===== src/rtl/pm_seq_pkg.sv =====
package pm_seq_pkg;
  typedef enum logic [1:0] {
    OP_TBL_LD  = 2'd0,
    OP_JMP_IND = 2'd1,
    OP_VEC     = 2'd2,
    OP_RSVD    = 2'd3
  } op_e;

  typedef enum logic [2:0] {
    ST_IDLE = 3'd0,
    ST_REQ0 = 3'd1,
    ST_CAP0 = 3'd2,
    ST_REQ1 = 3'd3,
    ST_CAP1 = 3'd4
  } st_e;
endpackage


===== src/rtl/pmis_fsm.sv =====
module pmis_fsm
  import pm_seq_pkg::*;
(
  input  logic       clk_i,
  input  logic       rst_ni,
  input  logic       start_i,
  input  logic [1:0] op_i,
  output logic       accept_o,
  output st_e        st_o,
  output op_e        op_o,
  output logic       done_o
);
  st_e  st_q, st_d;
  op_e  op_q;
  logic done_q;

  assign accept_o = start_i && (st_q == ST_IDLE) && (op_e'(op_i) != OP_RSVD);

  always_comb begin
    st_d = st_q;
    unique case (st_q)
      ST_IDLE: if (accept_o) st_d = ST_REQ0;
      ST_REQ0: st_d = ST_CAP0;
      ST_CAP0: st_d = (op_q == OP_VEC) ? ST_REQ1 : ST_IDLE;
      ST_REQ1: st_d = ST_CAP1;
      ST_CAP1: st_d = ST_IDLE;
      default: st_d = ST_IDLE;
    endcase
  end

  always_ff @(posedge clk_i or negedge rst_ni) begin
    if (!rst_ni) begin
      st_q   <= ST_IDLE;
      op_q   <= OP_TBL_LD;
      done_q <= 1'b0;
    end else begin
      st_q   <= st_d;
      if (accept_o) op_q <= op_e'(op_i);
      done_q <= ((st_q == ST_CAP0) && (op_q != OP_VEC)) || (st_q == ST_CAP1);
    end
  end

  assign st_o   = st_q;
  assign op_o   = op_q;
  assign done_o = done_q;
endmodule


===== src/rtl/pmis_datapath.sv =====
module pmis_datapath
  import pm_seq_pkg::*;
#(
  parameter int ACC_W = 8,
  parameter int PC_W  = 15
) (
  input  logic             clk_i,
  input  logic             rst_ni,
  input  logic             accept_i,
  input  logic [1:0]       op_i,
  input  st_e              st_i,
  input  op_e              op_q_i,
  input  logic [ACC_W-1:0] acc_i,
  input  logic [PC_W-1:0]  pc_i,
  input  logic [PC_W-1:0]  vec_addr_i,
  input  logic [ACC_W-1:0] mem_data_i,
  output logic             mem_re_o,
  output logic [PC_W-1:0]  mem_addr_o,
  output logic [ACC_W-1:0] acc_o,
  output logic [PC_W-1:0]  pc_o
);
  localparam int PCH_W = PC_W - ACC_W;

  logic [ACC_W-1:0] acc_q;
  logic [ACC_W-1:0] pcl_q;
  logic [PCH_W-1:0] pch_q;
  logic [PC_W-1:0]  vec_q;

  always_ff @(posedge clk_i or negedge rst_ni) begin
    if (!rst_ni) begin
      acc_q <= '0;
      pcl_q <= '0;
      pch_q <= '0;
      vec_q <= '0;
    end else if (accept_i) begin
      pch_q <= pc_i[PC_W-1:ACC_W];
      unique case (op_e'(op_i))
        OP_TBL_LD: begin
          // exchange: pointer low byte takes the accumulator, saved PCL parks in acc
          acc_q <= pc_i[ACC_W-1:0];
          pcl_q <= acc_i;
        end
        OP_JMP_IND: begin
          acc_q <= acc_i;
          pcl_q <= acc_i;
        end
        default: begin
          acc_q <= acc_i;
          pcl_q <= pc_i[ACC_W-1:0];
          vec_q <= {vec_addr_i[PC_W-1:1], 1'b0};
        end
      endcase
    end else if (st_i == ST_CAP0) begin
      unique case (op_q_i)
        OP_TBL_LD: begin
          acc_q <= mem_data_i;
          pcl_q <= acc_q;
        end
        OP_JMP_IND: pcl_q <= mem_data_i;
        default:    pch_q <= mem_data_i[PCH_W-1:0];
      endcase
    end else if (st_i == ST_CAP1) begin
      pcl_q <= mem_data_i;
    end
  end

  always_comb begin
    mem_re_o   = (st_i == ST_REQ0) || (st_i == ST_REQ1);
    mem_addr_o = {pch_q, pcl_q};
    if (op_q_i == OP_VEC) mem_addr_o = {vec_q[PC_W-1:1], st_i == ST_REQ1};
  end

  assign acc_o = acc_q;
  assign pc_o  = {pch_q, pcl_q};
endmodule


===== src/rtl/pm_indirect_seq.sv =====
module pm_indirect_seq
  import pm_seq_pkg::*;
#(
  parameter int ACC_W = 8,
  parameter int PC_W  = 15
) (
  input  logic             clk_i,
  input  logic             rst_ni,
  input  logic             start_i,
  input  logic [1:0]       op_i,
  input  logic [ACC_W-1:0] acc_i,
  input  logic [PC_W-1:0]  pc_i,
  input  logic [PC_W-1:0]  vec_addr_i,
  output logic             mem_re_o,
  output logic [PC_W-1:0]  mem_addr_o,
  input  logic [ACC_W-1:0] mem_data_i,
  output logic [ACC_W-1:0] acc_o,
  output logic [PC_W-1:0]  pc_o,
  output logic             done_o
);
  logic accept;
  st_e  st;
  op_e  op_q;

  pmis_fsm u_fsm (
    .clk_i   (clk_i),
    .rst_ni  (rst_ni),
    .start_i (start_i),
    .op_i    (op_i),
    .accept_o(accept),
    .st_o    (st),
    .op_o    (op_q),
    .done_o  (done_o)
  );

  pmis_datapath #(.ACC_W(ACC_W), .PC_W(PC_W)) u_dp (
    .clk_i     (clk_i),
    .rst_ni    (rst_ni),
    .accept_i  (accept),
    .op_i      (op_i),
    .st_i      (st),
    .op_q_i    (op_q),
    .acc_i     (acc_i),
    .pc_i      (pc_i),
    .vec_addr_i(vec_addr_i),
    .mem_data_i(mem_data_i),
    .mem_re_o  (mem_re_o),
    .mem_addr_o(mem_addr_o),
    .acc_o     (acc_o),
    .pc_o      (pc_o)
  );
endmodule


===== config.mk =====
export PLATFORM = sky130hd
export DESIGN_NAME = pm_indirect_seq
export DESIGN_NICKNAME = d
export VERILOG_FILES = /design/src/rtl/pm_seq_pkg.sv /design/src/rtl/pmis_fsm.sv /design/src/rtl/pmis_datapath.sv /design/src/rtl/pm_indirect_seq.sv
export SDC_FILE = /design/constraint.sdc
export NUM_CORES = 1
export LEC_CHECK = 0
export BUFFER_PORTS_ARGS = -buffer_cell sky130_fd_sc_hd__buf_2
export CORE_UTILIZATION = 35
export CTS_CLUSTER_SIZE = 14
export DETAILED_ROUTE_END_ITERATION = 12
export SLEW_MARGIN = 25
export SYNTH_ARGS = -nofsm -noshare
export SYNTH_HDL_FRONTEND = slang
export SYNTH_HIERARCHICAL = 1
export SYNTH_SLANG_ARGS = --single-unit

===== constraint.sdc =====
create_clock -name clk_i -period 4.08 [get_ports clk_i]
set_clock_uncertainty 0.15 [all_clocks]
set_input_delay 0.204 -clock clk_i [delete_from_list [all_inputs] [get_ports clk_i]]
set_output_delay 0.204 -clock clk_i [all_outputs]
set_load 0.01 [all_outputs]

# --- Word-level counts from Yosys, hierarchy flattened ---
# Index checks and enable logic that the tools add are counted.
word_totals:
  reg_bits: 43
  in_bits: 51
  output_inout_bits: 40
  word_cells: 53
classes:
  eq_ne: 12
  mux: 16
  n_bitwise: 1
  reduce_logical: 17
ops:
  columns: ["cell", "n"]
  rows:
  - ["8-bit two-way mux", 8]
  - ["7-bit two-way mux", 3]
  - ["8-bit case mux with 2 select lines", 1]
  - ["15-bit two-way mux", 1]
  - ["3-bit case mux with 4 select lines", 1]
  - ["2-bit AND reduction", 4]
  - ["3-bit by 2-bit equality test with 1-bit output, second input constant", 2]
  - ["2-bit != test, second input constant", 3]
  - ["2-bit by 1-bit equality test with 1-bit output, second input constant", 2]
  - ["2-bit zero test", 2]
  - ["4-bit != test, second input constant", 1]
  - ["2-bit nonzero test", 2]
  - ["2-bit OR reduction", 2]
  - ["3-bit by 1-bit equality test with 1-bit output, second input constant", 1]
  - ["3-bit equality test, second input constant", 1]
  - ["1-bit logical AND", 3]
  - ["3-bit zero test", 1]
  - ["3-bit two-way mux", 1]
  - ["3-bit nonzero test", 1]
  - ["2-bit equality test, second input constant", 1]
  - ["1-bit logical OR", 2]
  - ["2-bit two-way mux", 1]
  - ["2-bit by 1-bit != test with 1-bit output, second input constant", 1]
  - ["1-bit NOT", 1]

# --- Logic depth before layout (Yosys ltp) ---
# Gate-level depths: netlist of run 1.
logic_depth:
  word_depth: 5
  mapped_depth: 7
  depth_no_buf: 6

# --- By module ---
# The synthesis of run 1 kept the hierarchy.
modules_own_cells:
  columns: ["mod", "n_inst", "cells_each", "area_each_um2"]
  rows:
  - ["pmis_datapath", 1, 202, 2063.2]
  - ["pmis_fsm", 1, 22, 270.3]

# --- Least setup slack after synthesis of run 1 ---
# OpenSTA, ideal clock, no wires.
synth_timing:
  kind: "reg-to-reg"
  start: "reg u_fsm.st_q[2], in the netlist u_fsm/st_o[2]"
  end: "reg u_dp.pcl_q[4]"
  t_arrival_ns: 1.746
  required_time_ns: 3.844
  path_slack_ns: 2.099
  stages_incl_launch_ff: 8
  path_buffers: 2
  synth_period_minus_slack_ns: 1.981
  cell_sequence: "dfrtp_1 -> nor4b_2 -> nand2_2 -> inv_1 -> clkbuf_1 -> clkbuf_1 -> nand2_1 -> o221ai_2"
synth_via:
  elab_chain_len: 5
  elab_cells_between_ends: 10
synth_rtl:
  columns: ["item", "line", "text"]
  rows:
  - ["from (decl)", "pmis_fsm.sv:13", "st_e st_q, st_d;"]
  - ["from (signal assigned)", "pmis_fsm.sv:37", "st_q <= st_d;"]
  - ["3-bit zero test *", "pmis_fsm.sv:17", "assign accept_o = start_i && (st_q == ST_IDLE) && (op_e'(op_i) != OP_RSVD);"]
  - ["1-bit logical AND * (2 in a row)", "pmis_fsm.sv:17", null]
  - ["net accept", "pm_indirect_seq.sv:21", "logic accept;"]
  - ["4-bit != test (no source line) or 3-bit nonzero test (tied branches)", null, null]
  - ["2-bit AND reduction (no source line)", null, null]
  - ["to (signal assigned)", "pmis_datapath.sv:41", "pcl_q <= acc_i;"]
  - ["to (signal assigned)", "pmis_datapath.sv:45", "pcl_q <= acc_i;"]
  - ["to (signal assigned)", "pmis_datapath.sv:49", "pcl_q <= pc_i[ACC_W-1:0];"]
  - ["to (decl)", "pmis_datapath.sv:25", "logic [ACC_W-1:0] pcl_q;"]
# The timed path passes the listed nets; every way through them passes the cells marked *.
# A chain may end at the register's enable or synchronous reset.

# --- Final worst setup path of run 1 ---
layout_timing:
  start: "reg u_fsm.st_q[2], in the netlist u_fsm/st_o[2]"
  end: "reg u_dp.vec_q[6]"
layout_via:
  elab_chain_len: 4
layout_rtl:
  columns: ["item", "line", "text"]
  rows:
  - ["3-bit zero test", "pmis_fsm.sv:17", null]
  - ["1-bit logical AND (2 in a row)", "pmis_fsm.sv:17", null]
  - ["net accept", "pm_indirect_seq.sv:21", null]
  - ["2-bit AND reduction (no source line)", null, null]
  - ["to (signal assigned)", "pmis_datapath.sv:50", "vec_q <= {vec_addr_i[PC_W-1:1], 1'b0};"]
  - ["to (decl)", "pmis_datapath.sv:27", "logic [PC_W-1:0] vec_q;"]
# The timed path passes the listed nets, and every way through them passes these cells.

==> summary.txt, run 1 <==
Cell variety after synth - 32
commonest non-fill, non-tap cell in the layout - buf_2
Overall Power - 2.11 mW
period utilization - 0.714
PD cells - 674 nW/um^2
WL final - 6470 microns
vias in the first global route - 2030
CP arrival - 2950 ps
TNS Setup - 0 ps
crit-path max FO - 26
Worst Setup Start Kind - flop
GRT overflow - 0
Reg clk slew, reported paths - 80 ps
Mapped Nets - 275
Post-synth ARST share - 1.00
number of remaining DRC errors - 0
total CTS buffers - 5
syn avg cell area - 10.4 sq um
Static Leakage - 1.55 nW
Clock Power Share - 0.125
initial antenna violation count - 0
RSZ-0062 raised after global routing - false
Synth Warn # - 6
Finished Layout Cells - 409
Initial DRC Count - 72
H-tree levels - 2
mapped cell area - 2330 sq um
Die X - 83.7 microns
critical path type - flop to flop
Switching Share - 0.403
Vias - 2109
number of synthesized flops with an enable pin - 0
vias per inst - 5.16
Worst Path Required - 4110 ps
gpl congestion - 0.798
Post-CTS Setup Bufs - 0
Seq/Total Area, Yosys - 0.461
status - complete, no violations
initial cell density of the core - 0.365
first-pass GRT wire length - 10500 microns
Final WS setup - 1170 ps
TritonCTS clock tree - done
Clock Path Buffers - 2
# rows - 29
Slowest cell on crit path - nand2_1
hold buffers post-CTS - 22
Slew Limit Fails - 0
die height - 83.7 microns
Max VDD drop - 0.000298 V
post-synthesis register bit count - 43
IO Count - 91
Setup Viol. Count Final - 0
Clock Sinks - 43
die footprint - 7000 sq um
Max-slew headroom - 0.485
Clock Latency Late Sink - 290 ps
ys flop type - dfrtp_1
pre-CTS setup slack - 1100 ps
Internal - 1.26 mW
Worst setup EP type - flop
Fin. Hold Viols - 0
I/O Buffers - 89
Area Overhead vs Synth - 34.5%
Critical Path Max Stage Delay - 630 ps
area of the core - 6390 sq um
Final nets - 382
Root Driver - clkbuf_8
Logic pwr share - 0.503
WL/cell - 15.8 microns
Worst Hold Class - input pin to flop
largest net degree at the start of global routing - 44
Flop pwr share - 0.371
Net Sw Power - 0.851 mW
crit path buf inv count - 1
Post-Synthesis Cells - 224
Ant. Diodes - 0
f_max - 343 MHz
detailed placer's ending HPWL - 4310 microns
commonest non-fill, non-tap cells in the layout - buf_2 (88), dfrtp_1 (43), nand2_1 (33)
Post-CTS Resized - 0
layout cell share with drive strength beyond 1 - 0.413
kind of cell adding the most delay to the critical path - simple AND/OR/NAND/NOR gates
Max Cap Viol - 0
drt pass-1 iters - 4
DP Cell Count - 379
Post-DRT Antenna Nets - 0
min cycle time layout - 2910 ps
critical path, cell by cell - nor4b_2, nand2_2, inv_1, nand2_1, mux2_2
GRT Resource Usage Total - 0.194
Worst Tran Pin Value - 773 ps
[synthesized netlist by cell type (all sizes together), types with 4 or more instances]
library cell,number,area share
a21o,8,0.026
a21oi,4,0.010
a311oi,8,0.030
buf,7,0.016
clkbuf,5,0.0080
dfrtp,43,0.46
inv,11,0.018
mux2,31,0.15
mux2i,15,0.064
nand2,34,0.056
nor2,11,0.018
o21ai,24,0.053
o221ai,8,0.033
[path summary, 6_finish.rpt]
check / start / to / slack, ps / depth (start not counted)
max reg2reg: u_fsm/st_o[2]$_DFFE_PN0P_ / u_dp/vec_q[6]$_DFFE_PN0P_ / 1170 / 5
max in group asynchronous: rst_ni / u_dp/acc_o[3]$_DFFE_PN0P_ / 3110 / 2
min in group asynchronous: rst_ni / u_fsm/st_o[2]$_DFFE_PN0P_ / 290 / 2
min: mem_data_i[4] / u_dp/pch_q[4]$_DFFE_PN0P_ / 90 / 3
max: u_fsm/st_o[2]$_DFFE_PN0P_ / u_dp/vec_q[6]$_DFFE_PN0P_ / 1170 / 5
min reg2reg: u_dp/vec_q[10]$_DFFE_PN0P_ / u_dp/vec_q[10]$_DFFE_PN0P_ / 360 / 1
[layer usage]
metal | wire (microns) | track usage
met5 | 0 | 0
met4 | 77 | 0.0508
met3 | 375 | 0.0445
met2 | 3080 | 0.325
met1 | 2930 | 0.253
[flip-flops by register name (all words and copies together), names as in the netlist]
name,flops
u_fsm/op_o,2
u_fsm/done_o,1
u_dp/pch_q,7
u_fsm/st_o,3
u_dp/vec_q,14
u_dp/acc_o,8
u_dp/pcl_q,8
[power groups by stage]
stage	registers, mW	logic [mW]	clock network [mW]
CTS	0.782	1.07	0.273
global placement	0.783	1.03	0
finish	0.785	1.06	0.265
floorplan	0.817	0.633	0
global route	0.816	1.16	0.293
detailed placement	0.791	1.05	0
[stage by stage]
step                instance area [sq um]  utilization  hold slack (ps)
floorplan                            2330            -             -242
global placement                     2830        0.443              268
detailed placement                   2830        0.443              275
CTS                                  3130        0.490             90.9
global route                         3140        0.491             99.0
finish                               3140        0.491             93.9
[final cells by class]
type	count	area, sq um
fill	627	3250
multi-input combinational	158	1170
sequential	43	1080
timing repair buffer	112	676
tap	77	96.3
clock buffer	7	76.3
inverter	11	41.3
clock inverter	1	5.00
[tightest hold or removal path: stages]
cell and delay, ps:
buf_2 110, mux2i_1 60, o21ai_0 130
[cell families after synthesis]
group,after synthesis,share of synthesized area
flops,43,0.461
buf+inv,23,0.0418
mux,46,0.217
compound gates,54,0.160
simple gates,58,0.120
Note: power is estimated with default switching activity, not from simulation.
==> inputs of run 2 (changes only) <==
Clock period 4.08 ns to 2.8 ns, I/O delays scaled along.
==> run 2 against run 1 <==
Clock power up 45%. Setup slack worse by 870 ps. Non-clock buffer count up 2. Via count down 1.0%. Cell count up 0.49%. Global-route usage down 0.68 points. Register-to-register slack worse by 870 ps. Clock-buffer cell count unchanged. Critical path type unchanged. Critical endpoint is now u_dp/vec_q[5]$_DFFE_PN0P_. Largest cell class unchanged.
==> summary.txt, run 2 (synthesis gave the netlist of run 1 again) <==
detailed placer's ending HPWL - 4240 microns (was 4310 microns)
r2r worst-path depth - 5 (unchanged)
# rows - 29 (unchanged)
PD cells - 980 nW/um^2 (was 674 nW/um^2)
first-pass GRT wire length - 10200 microns (was 10500 microns)
Flop pwr share - 0.373 (was 0.371)
Logic pwr share - 0.503 (about the same)
Static Leakage - 1.56 nW (was 1.55 nW)
R2R Setup Slk - 300 ps (was 1170 ps)
initial antenna violation count - 0 (unchanged)
H-tree levels - 2 (unchanged)
largest net degree at the start of global routing - 44 (unchanged)
Post-CTS Resized - 0 (unchanged)
Reg clk slew, reported paths - 80 ps (about the same)
commonest non-fill, non-tap cell in the layout - buf_2 (unchanged)
Worst Tran Pin Value - 811 ps (was 773 ps)
Net Sw Power - 1.23 mW (was 0.851 mW)
initial cell density of the core - 0.365 (unchanged)
GRT overflow - 0 (unchanged)
Die X - 83.7 microns (unchanged)
period utilization - 0.893 (was 0.714)
status - complete, no violations (unchanged)
Util after Layout - 0.493 (was 0.491)
wire length on met2 - 3050 microns (was 3080 microns)
I/O Buffers - 89 (unchanged)
crit-path max FO - 14 (was 26)
Final WS setup - 299 ps (was 1170 ps)
CP arrival - 2530 ps (was 2950 ps)
worst hold start - mem_data_i[4] (unchanged)
area of the core - 6390 sq um (unchanged)
critical path, cell by cell - nor4b_2, nand2_2, inv_1, nand2_1, mux2_2 (unchanged)
die footprint - 7000 sq um (unchanged)
vias in the first global route - 2032 (was 2030)
Setup Viol. Count Final - 0 (unchanged)
WL final - 6370 microns (was 6470 microns)
IO Count - 91 (unchanged)
r2r startpoint - u_fsm/st_o[2]$_DFFE_PN0P_ (unchanged)
TritonCTS clock tree - done (unchanged)
f_max - 400 MHz (was 343 MHz)
min cycle time layout - 2500 ps (was 2910 ps)
gpl congestion - 0.761 (was 0.798)
fill count - 637 (was 627)
GRT Resource Usage Total - 0.188 (was 0.194)
drt pass-1 iters - 4 (unchanged)
Clock Latency Late Sink - 290 ps (about the same)
Area Overhead vs Synth - 34.9% (was 34.5%)
kind of cell adding the most delay to the critical path - simple AND/OR/NAND/NOR gates (unchanged)
Max VDD drop - 0.000432 V (was 0.000298 V)
crit path buf inv count - 1 (unchanged)
Worst setup EP type - flop (unchanged)
Critical Path Max Stage Delay - 510 ps (was 630 ps)
Top reg by flops - u_dp/vec_q (unchanged)
TNS Setup - 0 ps (unchanged)
Ant. Diodes - 0 (unchanged)
vias per inst - 5.08 (was 5.16)
Clock Power Share - 0.124 (was 0.125)
Switching Share - 0.399 (was 0.403)
layout cell share with drive strength beyond 1 - 0.416 (was 0.413)
Internal - 1.85 mW (was 1.26 mW)
critical path type - flop to flop (unchanged)
number of remaining DRC errors - 0 (unchanged)
Post-CTS Setup Bufs - 0 (unchanged)
met3 WL - 390 microns (was 375 microns)
Levels on crit path - 5 (unchanged)
Clock Sinks - 43 (unchanged)
Fin. Hold Viols - 0 (unchanged)
total CTS buffers - 5 (unchanged)
Hold Crit Endpoint - u_dp/pch_q[4]$_DFFE_PN0P_ (unchanged)
RSZ-0062 raised after global routing - false (unchanged)
highest metal used - met4 (unchanged)
WHS Path Cells - 3 (unchanged)
FF-to-FF End - u_dp/vec_q[5]$_DFFE_PN0P_ (was u_dp/vec_q[6]$_DFFE_PN0P_)
hold buffers post-CTS - 22 (unchanged)
commonest non-fill, non-tap cells in the layout - buf_2 (88), dfrtp_1 (43), nand2_1 (33) (unchanged)
Root Driver - clkbuf_8 (unchanged)
max FFs per register - 14 (unchanged)
Slowest cell on crit path - dfrtp_1 (was nand2_1)
Final nets - 384 (was 382)
Worst Path Required - 2830 ps (was 4110 ps)
Max Cap Viol - 0 (unchanged)
Clock Path Buffers - 2 (unchanged)
Slew Limit Fails - 0 (unchanged)
die height - 83.7 microns (unchanged)
WL/cell - 15.5 microns (was 15.8 microns)
Post-DRT Antenna Nets - 0 (unchanged)
Worst Setup Start Kind - flop (unchanged)
pre-CTS setup slack - 256 ps (was 1100 ps)
met1 wire length - 2860 microns (was 2930 microns)
Initial DRC Count - 96 (was 72)
Worst Hold Class - input pin to flop (unchanged)
Vias - 2088 (was 2109)
Max-slew headroom - 0.457 (was 0.485)
==> run 2: area by class of cell <==
| class | instances | area (sq um) | share of cell area |
|---|---|---|---|
| inverter | 11 | 41.3 | 0.0131 |
| timing repair buffer | 114 | 691 | 0.219 |
| multi-input combinational | 158 | 1160 | 0.369 |
| clock inverter | 1 | 5.00 | 0.00159 |
| sequential | 43 | 1080 | 0.342 |
| tap | 77 | 96.3 | 0.0306 |
| clock buffer | 7 | 76.3 | 0.0242 |
==> run 2: power groups by stage <==
stage / Clock [mW] / Combinational (mW) / Sequential [mW]
global route: 0.425 / 1.70 / 1.19
global placement: 0 / 1.52 / 1.14
detailed placement: 0 / 1.54 / 1.15
CTS: 0.399 / 1.57 / 1.14
floorplan: 0 / 0.923 / 1.19
finish: 0.384 / 1.55 / 1.15
==> run 2: per-stage QoR <==
stage | hold WS [ps] | instance area, sq um | power (mW) | std cells
after floorplan | -306 | 2330 | 2.11 | 224
after global placement | 204 | 2840 | 2.66 | 381
after detailed placement | 210 | 2840 | 2.69 | 381
after CTS | 26.8 | 3150 | 3.11 | 411
after global routing | 39.9 | 3150 | 3.32 | 411
final | 33.5 | 3150 | 3.08 | 411
==> run 2: how the worst max path moves through the flow <==
stage	from	end
6_report	u_fsm/st_o[2]$_DFFE_PN0P_	u_dp/vec_q[5]$_DFFE_PN0P_
5_1_grt	u_fsm/st_o[2]$_DFFE_PN0P_	u_dp/vec_q[5]$_DFFE_PN0P_
4_1_cts	u_fsm/st_o[2]$_DFFE_PN0P_	u_dp/vec_q[5]$_DFFE_PN0P_
3_5_place_dp	u_fsm/st_o[2]$_DFFE_PN0P_	u_dp/vec_q[5]$_DFFE_PN0P_
3_3_place_gp	u_fsm/st_o[2]$_DFFE_PN0P_	u_dp/vec_q[6]$_DFFE_PN0P_
2_1_floorplan	u_fsm/st_o[2]$_DFFE_PN0P_	u_dp/pcl_q[4]$_DFFE_PN0P_
==> run 2: worst min-delay path: cells and delay by family <==
family | cells | cell delay [ps]
compound gates | 1 | 130
buf+inv | 1 | 110
mux | 1 | 60
==> run 2: per-layer routing <==
| metal | global-route usage | vias up |
|---|---|---|
| li1 | - | 1022 |
| met1 | 0.245 | 992 |
| met2 | 0.318 | 69 |
| met3 | 0.0386 | 5 |
| met4 | 0.0462 | 0 |
| met5 | 0 | - |
